`src/rtl/pte_pkg.sv`:
```
package pte_pkg;
  localparam int PT_PER_MC   = 5;
  localparam int MAX_LENDERS = 3;
  localparam int ROLE_CLR    = 0;
  localparam int ROLE_PRE    = 1;
  localparam int ROLE_CLK    = 2;
  localparam int ROLE_CE     = 3;
  localparam int ROLE_SHR    = 4;

  typedef struct packed {
    logic clr;
    logic pre;
    logic clk;
    logic ce;
  } reg_ctl_t;
endpackage

```
`src/rtl/pte_and_plane.sv`:
```
module pte_and_plane #(
  parameter int NLIT = 14
) (
  input  logic [NLIT-1:0]   lit,
  input  logic [2*NLIT-1:0] fuse,
  output logic              term
);
  // A term with no fuse blown-in is inactive; otherwise AND of chosen literals.
  function automatic logic eval_term(logic [NLIT-1:0] l, logic [2*NLIT-1:0] f);
    logic hit;
    hit = 1'b1;
    for (int i = 0; i < NLIT; i++) begin
      if (f[2*i]   && !l[i]) hit = 1'b0;
      if (f[2*i+1] &&  l[i]) hit = 1'b0;
    end
    return hit && (f != '0);
  endfunction

  assign term = eval_term(lit, fuse);
endmodule

```
`src/rtl/pte_cell.sv`:
```
module pte_cell
  import pte_pkg::*;
#(
  parameter int NLIT = 14
) (
  input  logic [NLIT-1:0]              lit,
  input  logic [PT_PER_MC*2*NLIT-1:0]  fuses,
  input  logic [PT_PER_MC-1:0]         route,
  output logic                         or_own,
  output logic                         or_all,
  output reg_ctl_t                     ctl
);
  localparam int FW = 2 * NLIT;

  logic [PT_PER_MC-1:0] terms;

  for (genvar k = 0; k < PT_PER_MC; k++) begin : g_term
    pte_and_plane #(.NLIT(NLIT)) u_plane (
      .lit  (lit),
      .fuse (fuses[k*FW +: FW]),
      .term (terms[k])
    );
  end

  assign or_own  = |(terms & ~route);
  assign or_all  = |terms;
  assign ctl.clr = route[ROLE_CLR] & terms[ROLE_CLR];
  assign ctl.pre = route[ROLE_PRE] & terms[ROLE_PRE];
  assign ctl.clk = route[ROLE_CLK] & terms[ROLE_CLK];
  assign ctl.ce  = route[ROLE_CE] ? terms[ROLE_CE] : 1'b1;
endmodule

```
`src/rtl/pte_chain.sv`:
```
module pte_chain #(
  parameter int NMC = 8
) (
  input  logic [NMC-1:0] lend_en,
  input  logic [NMC-1:0] or_own,
  input  logic [NMC-1:0] or_all,
  input  logic [NMC-1:0] pol_inv,
  output logic [NMC-1:0] sum,
  output logic [NMC-1:0] borrowed
);
  logic brw [NMC+1];
  logic spill_unused;

  assign brw[0] = 1'b0;
  for (genvar m = 0; m < NMC; m++) begin : g_link
    // lender forwards its full set plus whatever it received
    assign brw[m+1]    = lend_en[m] ? (or_all[m] | brw[m]) : 1'b0;
    assign borrowed[m] = brw[m];
    assign sum[m]      = pol_inv[m] ^ (lend_en[m] ? 1'b0 : (or_own[m] | brw[m]));
  end
  assign spill_unused = brw[NMC];
endmodule

```
`src/rtl/pte_cfg_check.sv`:
```
module pte_cfg_check
  import pte_pkg::*;
#(
  parameter int NMC = 8
) (
  input  logic [NMC-1:0]           lend_en,
  input  logic [NMC*PT_PER_MC-1:0] route_sel,
  input  logic [NMC*2*NMC-1:0]     shr_xfuse,
  output logic                     err_top,
  output logic                     err_mix,
  output logic                     err_depth,
  output logic                     err_loop,
  output logic                     err_any
);
  function automatic logic run_too_long(logic [NMC-1:0] l);
    int run;
    logic bad;
    run = 0;
    bad = 1'b0;
    for (int m = 0; m < NMC; m++) begin
      run = l[m] ? run + 1 : 0;
      if (run > MAX_LENDERS) bad = 1'b1;
    end
    return bad;
  endfunction

  logic [NMC-1:0] mix_v;
  logic [NMC-1:0] loop_v;

  for (genvar m = 0; m < NMC; m++) begin : g_mc
    assign mix_v[m]  = lend_en[m] & (|route_sel[m*PT_PER_MC +: PT_PER_MC]);
    assign loop_v[m] = route_sel[m*PT_PER_MC + ROLE_SHR] & (|shr_xfuse[m*2*NMC +: 2*NMC]);
  end

  assign err_top   = lend_en[NMC-1];
  assign err_mix   = |mix_v;
  assign err_depth = run_too_long(lend_en);
  assign err_loop  = |loop_v;
  assign err_any   = err_top | err_mix | err_depth | err_loop;
endmodule

```
`src/rtl/pte_expander_slice.sv`:
```
module pte_expander_slice
  import pte_pkg::*;
#(
  parameter int NIN = 6,
  parameter int NMC = 8
) (
  input  logic                                   clk,
  input  logic                                   rst_n,
  input  logic [NIN-1:0]                         array_in,
  input  logic [NMC*PT_PER_MC*2*(NIN+NMC)-1:0]   fuse_map,
  input  logic [NMC*PT_PER_MC-1:0]               route_sel,
  input  logic [NMC-1:0]                         lend_en,
  input  logic [NMC-1:0]                         pol_inv,
  output logic [NMC-1:0]                         mc_sum,
  output logic [NMC-1:0]                         reg_clr,
  output logic [NMC-1:0]                         reg_pre,
  output logic [NMC-1:0]                         reg_clk,
  output logic [NMC-1:0]                         reg_ce,
  output logic                                   cfg_err
);
  localparam int NLIT  = NIN + NMC;
  localparam int FW    = 2 * NLIT;
  localparam int CELLW = PT_PER_MC * FW;

  logic [NMC-1:0]       shr_term;
  logic [NMC-1:0]       xline;
  logic [NLIT-1:0]      lit_bus;
  logic [NMC-1:0]       or_own;
  logic [NMC-1:0]       or_all;
  logic [NMC-1:0]       sum_d;
  logic [NMC-1:0]       borrowed;
  logic [NMC*2*NMC-1:0] shr_xfuse;
  reg_ctl_t             ctl [NMC];
  logic                 err_top, err_mix, err_depth, err_loop, err_any;

  // shareable expanders see primary inputs only, so feedback cannot loop
  for (genvar j = 0; j < NMC; j++) begin : g_share
    localparam int SBASE = (j*PT_PER_MC + ROLE_SHR) * FW;
    pte_and_plane #(.NLIT(NIN)) u_shr (
      .lit  (array_in),
      .fuse (fuse_map[SBASE +: 2*NIN]),
      .term (shr_term[j])
    );
    assign xline[j] = route_sel[j*PT_PER_MC + ROLE_SHR] ? ~shr_term[j] : 1'b1;
    assign shr_xfuse[j*2*NMC +: 2*NMC] = fuse_map[SBASE + 2*NIN +: 2*NMC];
  end

  assign lit_bus = {xline, array_in};

  for (genvar m = 0; m < NMC; m++) begin : g_cell
    pte_cell #(.NLIT(NLIT)) u_cell (
      .lit    (lit_bus),
      .fuses  (fuse_map[m*CELLW +: CELLW]),
      .route  (route_sel[m*PT_PER_MC +: PT_PER_MC]),
      .or_own (or_own[m]),
      .or_all (or_all[m]),
      .ctl    (ctl[m])
    );
  end

  pte_chain #(.NMC(NMC)) u_chain (
    .lend_en  (lend_en),
    .or_own   (or_own),
    .or_all   (or_all),
    .pol_inv  (pol_inv),
    .sum      (sum_d),
    .borrowed (borrowed)
  );

  pte_cfg_check #(.NMC(NMC)) u_check (
    .lend_en   (lend_en),
    .route_sel (route_sel),
    .shr_xfuse (shr_xfuse),
    .err_top   (err_top),
    .err_mix   (err_mix),
    .err_depth (err_depth),
    .err_loop  (err_loop),
    .err_any   (err_any)
  );

  logic borrowed_unused;
  assign borrowed_unused = |borrowed | err_top | err_mix | err_depth;

  always_ff @(posedge clk or negedge rst_n) begin
    if (!rst_n) begin
      mc_sum  <= '0;
      reg_clr <= '0;
      reg_pre <= '0;
      reg_clk <= '0;
      reg_ce  <= '0;
      cfg_err <= 1'b0;
    end else begin
      mc_sum  <= sum_d;
      cfg_err <= err_any;
      for (int m = 0; m < NMC; m++) begin
        reg_clr[m] <= ctl[m].clr;
        reg_pre[m] <= ctl[m].pre;
        reg_clk[m] <= ctl[m].clk;
        reg_ce[m]  <= ctl[m].ce;
      end
    end
  end
endmodule

```
`config.mk`:
```
export PLATFORM = sky130hd
export DESIGN_NAME = pte_expander_slice
export DESIGN_NICKNAME = d
export VERILOG_FILES = /design/src/rtl/pte_pkg.sv /design/src/rtl/pte_and_plane.sv /design/src/rtl/pte_cell.sv /design/src/rtl/pte_chain.sv /design/src/rtl/pte_cfg_check.sv /design/src/rtl/pte_expander_slice.sv
export SDC_FILE = /design/constraint.sdc
export NUM_CORES = 1
export LEC_CHECK = 0
export BUFFER_PORTS_ARGS = -buffer_cell sky130_fd_sc_hd__buf_2
export CORE_AREA = 2 2 475 477
export CTS_BUF_LIST = sky130_fd_sc_hd__clkbuf_2 sky130_fd_sc_hd__clkbuf_4 sky130_fd_sc_hd__clkbuf_8
export CTS_CLUSTER_DIAMETER = 150
export DETAILED_ROUTE_END_ITERATION = 12
export DIE_AREA = 0 0 477 479
export SLEW_MARGIN = 20
export SYNTH_ARGS = -nofsm -noshare
export SYNTH_HDL_FRONTEND = slang
export SYNTH_SLANG_ARGS = --single-unit
```
`constraint.sdc`:
```
create_clock -name clk -period 0.8 [get_ports clk]
set_clock_uncertainty 0.1 [all_clocks]
set_input_delay 0.04 -clock clk [delete_from_list [all_inputs] [get_ports clk]]
set_output_delay 0.04 -clock clk [all_outputs]
set_load 0.01 [all_outputs]
```
==> flow_metrics.env, run 1 <==
export IMPL_status="complete, but fails checks"
export IMPL_violations="negative hold slack, negative setup slack"
export IMPL_die_area_mm2=0.228
export IMPL_coreArea_mm2=0.224
export IMPL_synth_area_leaders="mux2i_1 41%, nor4_1 16%, dfrtp_1 8.5%"
export IMPL_slowest_delay_ps=590
export IMPL_netlist_area_mm2=0.0121
export IMPL_clock_sinks=41
export IMPL_port_buffer_count=1224
export IMPL_dieHeight_um=479
export IMPL_leakage_nw=14.0
export IMPL_final_hold_viol_count=11
export IMPL_min_path_cells=3
export IMPL_critPathMaxFanout=11
export IMPL_dp_final_hpwl_mm=165
export IMPL_intPower_w=0.00908
export IMPL_cts_root_buf="clkbuf_8"
export IMPL_wl_per_cell_um=27.5
export IMPL_grt_setup_unrepaired="true"
export IMPL_worstPathRequired_ps=1000
export IMPL_drt_initial_drc_count=1249
export IMPL_power_total_w=0.0165
export IMPL_synth_distinct_cells=63
export IMPL_avgSynthCellArea_um2=7.97
export IMPL_min_period_ps=3460
export IMPL_drive_gt1_share_pct=64.2
export IMPL_place_gp_congestion=1.02
export IMPL_syn_to_final_growth_pct=161
export IMPL_path_class="in -> reg"
export IMPL_min_path_type="in -> reg"
export IMPL_setup_viol=82
export IMPL_clkTransAtPathRegs_ps=140
export IMPL_achievable_frequency_ghz=0.289
export IMPL_yosysTopAreaCellShare_pct=41.1
export IMPL_cp_endpoint="mc_sum[7]"
export IMPL_numCtsBuffers=5
export IMPL_start_kind="input port"
export IMPL_viasPerCell=3.54
export IMPL_arrival_ps=3660
export IMPL_crit_slowest_cell="or4_4"
export IMPL_antenna_left=0
export IMPL_first_global_vias=24500
export IMPL_yosysTopAreaCell="mux2i_1"
export IMPL_cts_tree="built"
export IMPL_power_frac_clock_pct=14.8
export IMPL_switching_share_pct=44.9
export IMPL_combPwrFrac_pct=72.2
export IMPL_crit_chain="buf_6 > buf_6 > mux2_2 > a211oi_4 > nand4_1 > buf_4 > buf_12 > buf_4 > mux2i_1 > nand4_1 > nor3_2 > or4_4 > o31ai_2 > buf_4 > a21o_1 > buf_12 > a21oi_4 > a41o_1 > xor2_1"
export IMPL_finalHoldWorstSlack_ps=-137
export IMPL_syn_nets=2705
export IMPL_drc_errors=0
export IMPL_crit_cells=19
export IMPL_worstMarginPinSlew_ps=731
export IMPL_ir_worst_vdd_uv=581
export IMPL_crit_top_cell="buf_4"
export IMPL_power_switching_w=0.00740
export IMPL_synth_seq_area_share_pct=8.47
export IMPL_ios=1225
export IMPL_async_reset_ff_share_pct=100
export IMPL_htreeDepth=2
export IMPL_relSlewSlack_pct=49.9
export IMPL_power_density_mw_per_mm2=520
export IMPL_gr_total_overflow=0
export IMPL_clock_path_buffers=2
export IMPL_maxCapViolations=0
export IMPL_synth_edff_count=0
export IMPL_synth_ff_type="dfrtp_1"
export IMPL_core_rowCount=174
export IMPL_power_frac_seq_pct=13.0
export IMPL_nets=4787
export IMPL_ys_warn_count=0
export IMPL_netlist_instances=1521
export IMPL_wl_mm=184
export IMPL_grt_max_degree=22
export IMPL_drt_pass1_iterations=5
export IMPL_critical_path_buf_inv_count=7
export IMPL_yosys_cell_count_top_type="mux2i_1"
export IMPL_postCtsHoldBufs=27
export IMPL_vias=23600
export IMPL_fin_ws_ps=-2660
export IMPL_grt_pass1_wl_mm=230
export IMPL_drv_slew=0
export IMPL_pre_cts_ws_ps=-3750
export IMPL_antenna_found_initial=159
export IMPL_die_w_um=477
export IMPL_cp_top_family="buffers and inverters"
export IMPL_start_util_pct=5.42
export IMPL_fin_crit_sh_pct=432
export IMPL_final_util_pct=14.2
export IMPL_ys_ff_latch=41
export IMPL_yosys_top_cells_count="498 x mux2i_1, 304 x nor4_1, 126 x nand4_1"
export IMPL_crit_start="array_in[0]"
export IMPL_timing_critical_path_to_type="flop"
export IMPL_grt_usage_pct=15.2
[flip-flops by register name (all words and copies together) (netlist names)]
signal and cells:
reg_clk 8, reg_ce 8, cfg_err 1, reg_clr 8, mc_sum 8, reg_pre 8
[tightest hold or removal path: cells and delay by family]
family | cells | cell delay, ps
AND/OR/NAND/NOR | 1 | 50
buffers and inverters | 2 | 270
[cell usage in the layout (no fill, tap or decap), types with 6 or more instances in the layout]
cell type | Yosys | final
dlygate4sd3_1 | 0 | 27
dfrtp_1 | 41 | 41
nor2b_1 | 18 | 18
nand2_1 | 94 | 85
mux2i_1 | 498 | 469
nor3_2 | 0 | 11
mux2_4 | 0 | 6
nor2_1 | 31 | 29
inv_1 | 43 | 40
nor4_1 | 304 | 270
a21oi_1 | 11 | 7
buf_6 | 19 | 105
and4_1 | 9 | 6
mux2i_4 | 0 | 13
a31oi_1 | 9 | 7
diode_2 | 0 | 78
nor3_1 | 37 | 9
nor4_4 | 3 | 22
mux2i_2 | 0 | 16
mux2_2 | 9 | 8
nand2b_1 | 11 | 6
nor4_2 | 1 | 16
or4_4 | 0 | 9
nand4_1 | 126 | 126
o2111ai_1 | 8 | 6
nand3_1 | 61 | 57
o211ai_1 | 21 | 21
buf_2 | 24 | 1169
xor2_1 | 7 | 7
buf_12 | 0 | 61
buf_16 | 0 | 8
buf_4 | 15 | 761
buf_8 | 0 | 10
nor3_4 | 0 | 17
[power by group through the flow]
stage / clock (W) / sequential (W) / combinational (W)
2_1_floorplan: 0 / 0.00219 / 0.00253
3_3_place_gp: 0 / 0.00218 / 0.0110
3_5_place_dp: 0 / 0.00218 / 0.0110
4_1_cts: 0.00278 / 0.00214 / 0.0116
5_1_grt: 0.00273 / 0.00215 / 0.0126
6_report: 0.00244 / 0.00214 / 0.0119
[cell type report]
cell class	instances	area, µm²
clock inverters	3	43.8
flip-flops and latches	41	1030
repair buffers	2141	14600
diodes	78	195
well taps	2992	3740
inverters	43	168
multi-input cells	1371	11800
fillers	25900	192000
clock buffers	5	68.8
[through the flow]
| step | std cells | setup TNS (ps) | hold WS [ps] | area (µm²) |
|---|---|---|---|---|
| finish | 6674 | -84260 | -137 | 31700 |
| global route | 6648 | -90220 | -174 | 31600 |
| CTS | 6552 | -86930 | -213 | 30500 |
| detailed placement | 6460 | -101590 | -185 | 28300 |
| global placement | 6460 | -101620 | -186 | 28300 |
| floorplan | 1521 | -58240 | -356 | 12500 |
[cells by family after synthesis]
logic type      after synthesis  synth area share (%)
simple gates                730                  35.3
flops                        41                  8.47
buf+inv                     109                  5.27
mux                         512                  42.4
xor+xnor                      8                 0.578
compound gates              121                  7.98
[worst min-delay path by stage]
stage | start | slack, ps | to
floorplan | rst_n | -360 | cfg_err
detailed placement | rst_n | -180 | reg_pre[0]
global placement | rst_n | -190 | reg_pre[0]
CTS | fuse_map[155] | -210 | reg_clr[1]
finish | route_sel[5] | -140 | reg_clr[1]
global route | fuse_map[155] | -170 | reg_clr[1]
[repair_timing]
action / 4_1_cts / 5_1_grt
endpoints found under the hold margin: 78 / 18
pin swaps: 79 / 94
buffers inserted: 67 / 62
cloned: 1 / 0
endpoints found under the setup margin: 82 / 82
gates resized for setup: 271 / 140
[layer usage]
metal  vias up  global-route usage, %  wire length [µm]
met2      1495                   28.1             93100
met1     11000                   15.2             62900
li1      10600                      -                 -
met3       491                   4.78             16000
met4        74                   7.67             11300
met5         -                      0               519
Power figures use the tool's default switching activity.
==> inputs of run 2 (changes only) <==
--- a/config.mk
+++ b/config.mk
@@ -11,6 +11,7 @@
 export CTS_CLUSTER_DIAMETER = 150
 export DETAILED_ROUTE_END_ITERATION = 12
 export DIE_AREA = 0 0 477 479
+export PLACE_DENSITY = 0.3
 export SLEW_MARGIN = 20
 export SYNTH_ARGS = -nofsm -noshare
 export SYNTH_HDL_FRONTEND = slang
==> run 2 against run 1 <==
Net effect: cell count rose by 0.93%; wire length grew 2.3%; largest power group unchanged; non-clock buffer count up 78; highest routed layer unchanged; hold slack worse by 37 ps; clock power up 5%; critical endpoint unchanged; combinational power is essentially flat; cell area increased by 0.12%; core utilization about the same; sequential cell count stayed put; the flow still finishes with violations (negative hold slack, negative setup slack); critical path type unchanged; first-iteration DRC count fell by 21%.
==> flow_metrics.env, run 2 (synthesis gave the netlist of run 1 again) <==
export IMPL_status="complete, but fails checks"
export IMPL_violations="negative hold slack, negative setup slack"
export IMPL_grt_pass1_wl_mm=239
export IMPL_power_switching_w=0.00757
export IMPL_clock_path_buffers=2
export IMPL_antenna_found_initial=147
export IMPL_wl_mm=188
export IMPL_min_path_type="in -> reg"
export IMPL_setup_tns_final_ps=-78040
export IMPL_critPathMaxFanout=5
export IMPL_switching_share_pct=45.0
export IMPL_htreeDepth=2
export IMPL_ir_worst_vdd_uv=682
export IMPL_die_w_um=477
export IMPL_antenna_left=0
export IMPL_final_common_cell="buf_2"
export IMPL_drt_pass1_iterations=5
export IMPL_power_density_mw_per_mm2=531
export IMPL_syn_to_final_growth_pct=162
export IMPL_intPower_w=0.00926
export IMPL_maxCapViolations=0
export IMPL_worstMarginPinSlew_ps=963
export IMPL_die_area_mm2=0.228
export IMPL_min_period_ps=3380
export IMPL_final_util_pct=14.2
export IMPL_place_area_mm2=0.0291
export IMPL_coreArea_mm2=0.224
export IMPL_drt_initial_drc_count=987
export IMPL_fill_cells=26000
export IMPL_dieHeight_um=479
export IMPL_achievable_frequency_ghz=0.296
export IMPL_power_frac_seq_pct=12.7
export IMPL_leakage_nw=14.1
export IMPL_final_hold_viol_count=15
export IMPL_port_buffer_count=1224
export IMPL_gr_total_overflow=0
export IMPL_path_class="in -> reg"
export IMPL_viasPerCell=3.47
export IMPL_ios=1225
export IMPL_fin_crit_sh_pct=422
export IMPL_wl_per_cell_um=27.9
export IMPL_dp_final_hpwl_mm=172
export IMPL_grt_setup_unrepaired="true"
export IMPL_start_kind="input port"
export IMPL_start_util_pct=5.42
export IMPL_numCtsBuffers=5
export IMPL_first_global_vias=24700
export IMPL_pre_cts_ws_ps=-3920
export IMPL_clock_sinks=41
export IMPL_vias=23400
export IMPL_worstPathRequired_ps=1050
export IMPL_timing_critical_path_to_type="flop"
export IMPL_layout_common_cells="1170 x buf_2, 876 x buf_4, 478 x mux2i_1, 267 x nor4_1, 126 x nand4_1"
export IMPL_core_rowCount=174
export IMPL_drive_gt1_share_pct=64.6
export IMPL_finalHoldWorstSlack_ps=-174
export IMPL_relSlewSlack_pct=35.8
export IMPL_drv_slew=0
export IMPL_finalInstanceArea_mm2=0.0317
export IMPL_power_total_w=0.0168
export IMPL_drc_errors=0
export IMPL_clkTransAtPathRegs_ps=150
export IMPL_arrival_ps=3630
export IMPL_postCtsHoldBufs=29
export IMPL_power_frac_clock_pct=15.2
export IMPL_cts_tree="built"
export IMPL_fin_ws_ps=-2580
export IMPL_grt_usage_pct=15.7
export IMPL_combPwrFrac_pct=72.1
export IMPL_grt_max_degree=17
export IMPL_place_gp_congestion=1.01
export IMPL_setup_viol=82
export IMPL_cts_root_buf="clkbuf_8"
export IMPL_nets=4865
-- run 2: final cells by class --
type                       count  area [µm²]  area share [%]
multi-input combinational   1371       11600            36.6
inverter                      43         166           0.525
sequential                    41        1030            3.24
clock buffer                   5        68.8           0.217
tap                         2992        3740            11.8
clock inverter                 3        46.3           0.146
timing repair buffer        2219       14900            47.0
antenna                       62         155           0.489
-- run 2: metrics by stage --
step / hold slack, ps / cells
after floorplan: -356 / 1521
after global placement: -39.5 / 6584
after detailed placement: -36.9 / 6584
after CTS: -264 / 6664
after global routing: -224 / 6712
final: -174 / 6736
-- run 2: power by group through the flow --
stage | clock network (W) | registers (W) | logic [W]
6_report | 0.00256 | 0.00214 | 0.0121
3_3_place_gp | 0 | 0.00218 | 0.0115
2_1_floorplan | 0 | 0.00219 | 0.00253
4_1_cts | 0.00290 | 0.00215 | 0.0121
3_5_place_dp | 0 | 0.00217 | 0.0115
5_1_grt | 0.00290 | 0.00215 | 0.0129
-- run 2: repair_timing --
| item | in CTS | in global routing |
|---|---|---|
| endpoints found under the setup margin | 82 | 82 |
| gates resized for setup | 275 | 62 |
| setup buffers | 53 | 13 |
| pin swaps | 80 | 47 |
| hold endpoints to repair | 79 | 21 |
-- run 2: worst max-delay path, stage by stage --
cell and delay [ps]:
buf_6 90, or4_4 550, o31ai_4 360, nor4_4 60, buf_6 140, buf_12 150
buf_4 170, mux2i_1 120, nand4_1 130, nor3_1 100, or4b_4 610, nor4_4 330
a21o_1 220, buf_12 120, a21oi_1 60, a41o_1 230, xor2_1 140
-- run 2: per-layer routing --
metal | GRT usage, % | share of wire [%] | vias up
li1 | - | - | 10700
met1 | 17.2 | 38 | 11100
met2 | 29.1 | 51 | 1176
met3 | 3.89 | 6.4 | 312
met4 | 5.45 | 4.0 | 54
met5 | 0 | 0.19 | -
-- run 2: worst paths after layout --
| path | startpoint | end | slack, ps | cells after the start |
|---|---|---|---|---|
| max in group asynchronous | rst_n | reg_clk[2] | 290 | 3 |
| min in group asynchronous | rst_n | reg_pre[3] | 70 | 3 |
| max | fuse_map[259] | mc_sum[7] | -2580 | 17 |
| min | fuse_map[210] | reg_clk[1] | -170 | 4 |
==> inputs of run 3 (changes only) <==
--- a/config.mk
+++ b/config.mk
@@ -5,12 +5,14 @@
 export SDC_FILE = /design/constraint.sdc
 export NUM_CORES = 1
 export LEC_CHECK = 0
+export ABC_AREA = 1
 export BUFFER_PORTS_ARGS = -buffer_cell sky130_fd_sc_hd__buf_2
-export CORE_AREA = 2 2 475 477
+export CORE_AREA = 2 2 472 474
 export CTS_BUF_LIST = sky130_fd_sc_hd__clkbuf_2 sky130_fd_sc_hd__clkbuf_4 sky130_fd_sc_hd__clkbuf_8
 export CTS_CLUSTER_DIAMETER = 150
 export DETAILED_ROUTE_END_ITERATION = 12
-export DIE_AREA = 0 0 477 479
+export DIE_AREA = 0 0 474 476
+export GPL_ROUTABILITY_DRIVEN = 0
 export PLACE_DENSITY = 0.3
 export SLEW_MARGIN = 20
 export SYNTH_ARGS = -nofsm -noshare
==> run 3 against run 2 <==
Net effect: the flow still finishes with violations (negative hold slack, negative setup slack); critical path depth up 8; cell area up 15%; sequential power about the same; worst setup slack better by 310 ps; hold slack better by 76 ps; fmax up 10%; sequential cell count unchanged; clock-buffer cell count unchanged; total power up 16%; non-clock buffer count up 231; global-route usage up 3.7 points.
==> flow_metrics.env, run 3 <==
export IMPL_cp_endpoint="mc_sum[7]"
export IMPL_crit_slowest_cell="nor4b_4"
export IMPL_netlist_area_mm2=0.0134
export IMPL_grt_pass1_wl_mm=291
export IMPL_use_met1_pct=20.4
export IMPL_setup_viol=82
export IMPL_antenna_left=0
export IMPL_fin_ws_ps=-2270
export IMPL_worstPathRequired_ps=990
export IMPL_crit_start="array_in[3]"
export IMPL_arrival_ps=3250
export IMPL_critPathMaxFanout=5
export IMPL_maxCapViolations=0
export IMPL_wl_mm=230
export IMPL_grt_max_degree=42
export IMPL_die_area_mm2=0.226
export IMPL_drc_errors=0
export IMPL_synth_ff_type="dfrtp_1"
export IMPL_cts_tree="built"
export IMPL_final_hold_viol_count=6
export IMPL_grt_usage_pct=19.3
export IMPL_finalHoldWorstSlack_ps=-98.1
export IMPL_syn_nets=3776
export IMPL_final_common_cell="buf_2"
export IMPL_fill_cells=25800
export IMPL_dieHeight_um=476
export IMPL_clkTransAtPathRegs_ps=150
export IMPL_min_period_ps=3070
export IMPL_synth_edff_count=0
export IMPL_ios=1225
export IMPL_synth_area_leaders="nand2_1 27%, nor2_1 11%, nor4_1 9.9%"
export IMPL_vias=30700
export IMPL_start_kind="input port"
export IMPL_coreArea_mm2=0.221
export IMPL_gr_total_overflow=0
export IMPL_nets=6123
export IMPL_die_w_um=474
export IMPL_leakage_nw=18.0
export IMPL_avgSynthCellArea_um2=5.18
export IMPL_antenna_found_initial=136
export IMPL_viasPerCell=3.86
export IMPL_netlist_instances=2592
export IMPL_async_reset_ff_share_pct=100
export IMPL_violations="negative hold slack, negative setup slack"
export IMPL_min_path_type="in -> reg"
export IMPL_grt_setup_unrepaired="true"
export IMPL_fin_crit_sh_pct=383
export IMPL_htreeDepth=2
export IMPL_power_density_mw_per_mm2=532
export IMPL_crit_cells=25
export IMPL_synth_seq_area_share_pct=7.64
export IMPL_ir_worst_vdd_uv=698
export IMPL_wl_per_cell_um=28.9
export IMPL_grt_met2_usage_pct=36.4
export IMPL_cp_top_family="simple AND/OR/NAND/NOR gates"
export IMPL_numCtsBuffers=5
export IMPL_clock_sinks=41
export IMPL_path_class="in -> reg"
export IMPL_ys_ff_latch=41
export IMPL_power_total_w=0.0194
export IMPL_core_rowCount=173
export IMPL_clock_path_buffers=2
export IMPL_synth_distinct_cells=57
export IMPL_timing_critical_path_to_type="flop"
export IMPL_ys_warn_count=0
export IMPL_start_util_pct=6.07
export IMPL_layout_common_cells="1191 x buf_2, 966 x buf_4, 849 x nand2_1, 304 x nor2_1, 187 x inv_1"
export IMPL_first_global_vias=31700
export IMPL_slowest_delay_ps=500
export IMPL_yosysTopAreaCellShare_pct=26.6
export IMPL_yosys_top_cells_count="950 x nand2_1, 383 x nor2_1, 212 x nor4_1"
export IMPL_yosys_cell_count_top_type="nand2_1"
export IMPL_worstMarginPinSlew_ps=704
export IMPL_critical_path_buf_inv_count=9
export IMPL_dp_final_hpwl_mm=199
export IMPL_top_usage_layer="met2"
export IMPL_syn_to_final_growth_pct=172
export IMPL_relSlewSlack_pct=53.1
export IMPL_drt_initial_drc_count=2253
export IMPL_port_buffer_count=1224
export IMPL_yosysTopAreaCell="nand2_1"
export IMPL_status="complete, but fails checks"
export IMPL_crit_top_cell="nand2_1"
export IMPL_drt_pass1_iterations=5
export IMPL_achievable_frequency_ghz=0.326
export IMPL_drv_slew=0
export IMPL_setup_tns_final_ps=-74570
export IMPL_grtUsageMet3_pct=4.07
export IMPL_drive_gt1_share_pct=56.7
export IMPL_cts_root_buf="clkbuf_8"
run 3: cell types whose count changed after synthesis, moves of 39 or more:
cell,delta
a22o_1,+48
o21ai_0,+39
inv_1,+152
nor2_1,+352
a221oi_1,+43
mux2i_1,-490
nor4_1,-92
nand2_1,+856
nand3_1,+86
run 3: area by class of cell:
type	count	area [µm²]	share of cell area [%]
timing repair buffer	2450	17800	48.6
multi-input combinational	2236	12900	35.2
tap	2975	3720	10.2
sequential	41	1030	2.81
inverter	205	893	2.44
antenna	55	138	0.377
clock buffer	5	68.8	0.188
clock inverter	3	46.3	0.127
run 3: logic make-up (layout without fill, tap and decap cells):
logic type                after synthesis  in the layout  synth area share [%]
other                                   0             55                     0
AOI/OAI and AO/OA                     318            318                  17.6
and+or+nand+nor                      1902           1902                  62.6
xor gates and xnor gates                7              7                 0.457
buffers and inverters                 315           2663                  11.0
DFF                                    41             41                  7.64
muxes                                   9              9                 0.680
run 3: power breakdown:
part | internal, W | total (W) | switching [W]
Sequential | 0.00211 | 0.00214 | 0.0000265
Combinational | 0.00711 | 0.0150 | 0.00793
Clock | 0.000942 | 0.00227 | 0.00132
Total | 0.0102 | 0.0194 | 0.00928
run 3: timing repair:
action,CTS,global route
gates cloned,6,1
setup endpoints to repair,82,82
pin swaps,143,146
hold buffers,31,1
setup buffers,119,38
resized for setup,594,168
endpoints found under the hold margin,79,9
run 3: through the flow:
step / instance area, µm² / instances / hold slack (ps) / worst slack, ps / utilization [%]
after CTS: 35500 / 7887 / -79.1 / -2310 / 16.1
after global routing: 36500 / 7952 / -78.1 / -2430 / 16.5
after detailed placement: 31600 / 7742 / -53.7 / -3350 / 14.3
after floorplan: 13700 / 2592 / -356 / -1710 / -
after global placement: 31600 / 7742 / -56.6 / -3490 / 14.3
final: 36500 / 7970 / -98.1 / -2270 / 16.5
run 3: how the worst min path moves through the flow:
stage / start / end / slack, ps / cells past startpoint
finish: route_sel[7] / reg_clk[1] / -100 / 4
global route: route_sel[7] / reg_clk[1] / -80 / 4
CTS: route_sel[11] / reg_pre[2] / -80 / 4
detailed placement: rst_n / reg_ce[7] / -50 / 2
global placement: rst_n / reg_ce[7] / -60 / 2
floorplan: rst_n / cfg_err / -360 / 0
run 3: routing by layer:
| layer | wire (µm) | up-vias |
|---|---|---|
| met5 | 509 | - |
| li1 | - | 13800 |
| met2 | 118000 | 1737 |
| met4 | 13300 | 78 |
| met3 | 16500 | 502 |
| met1 | 82300 | 14600 |
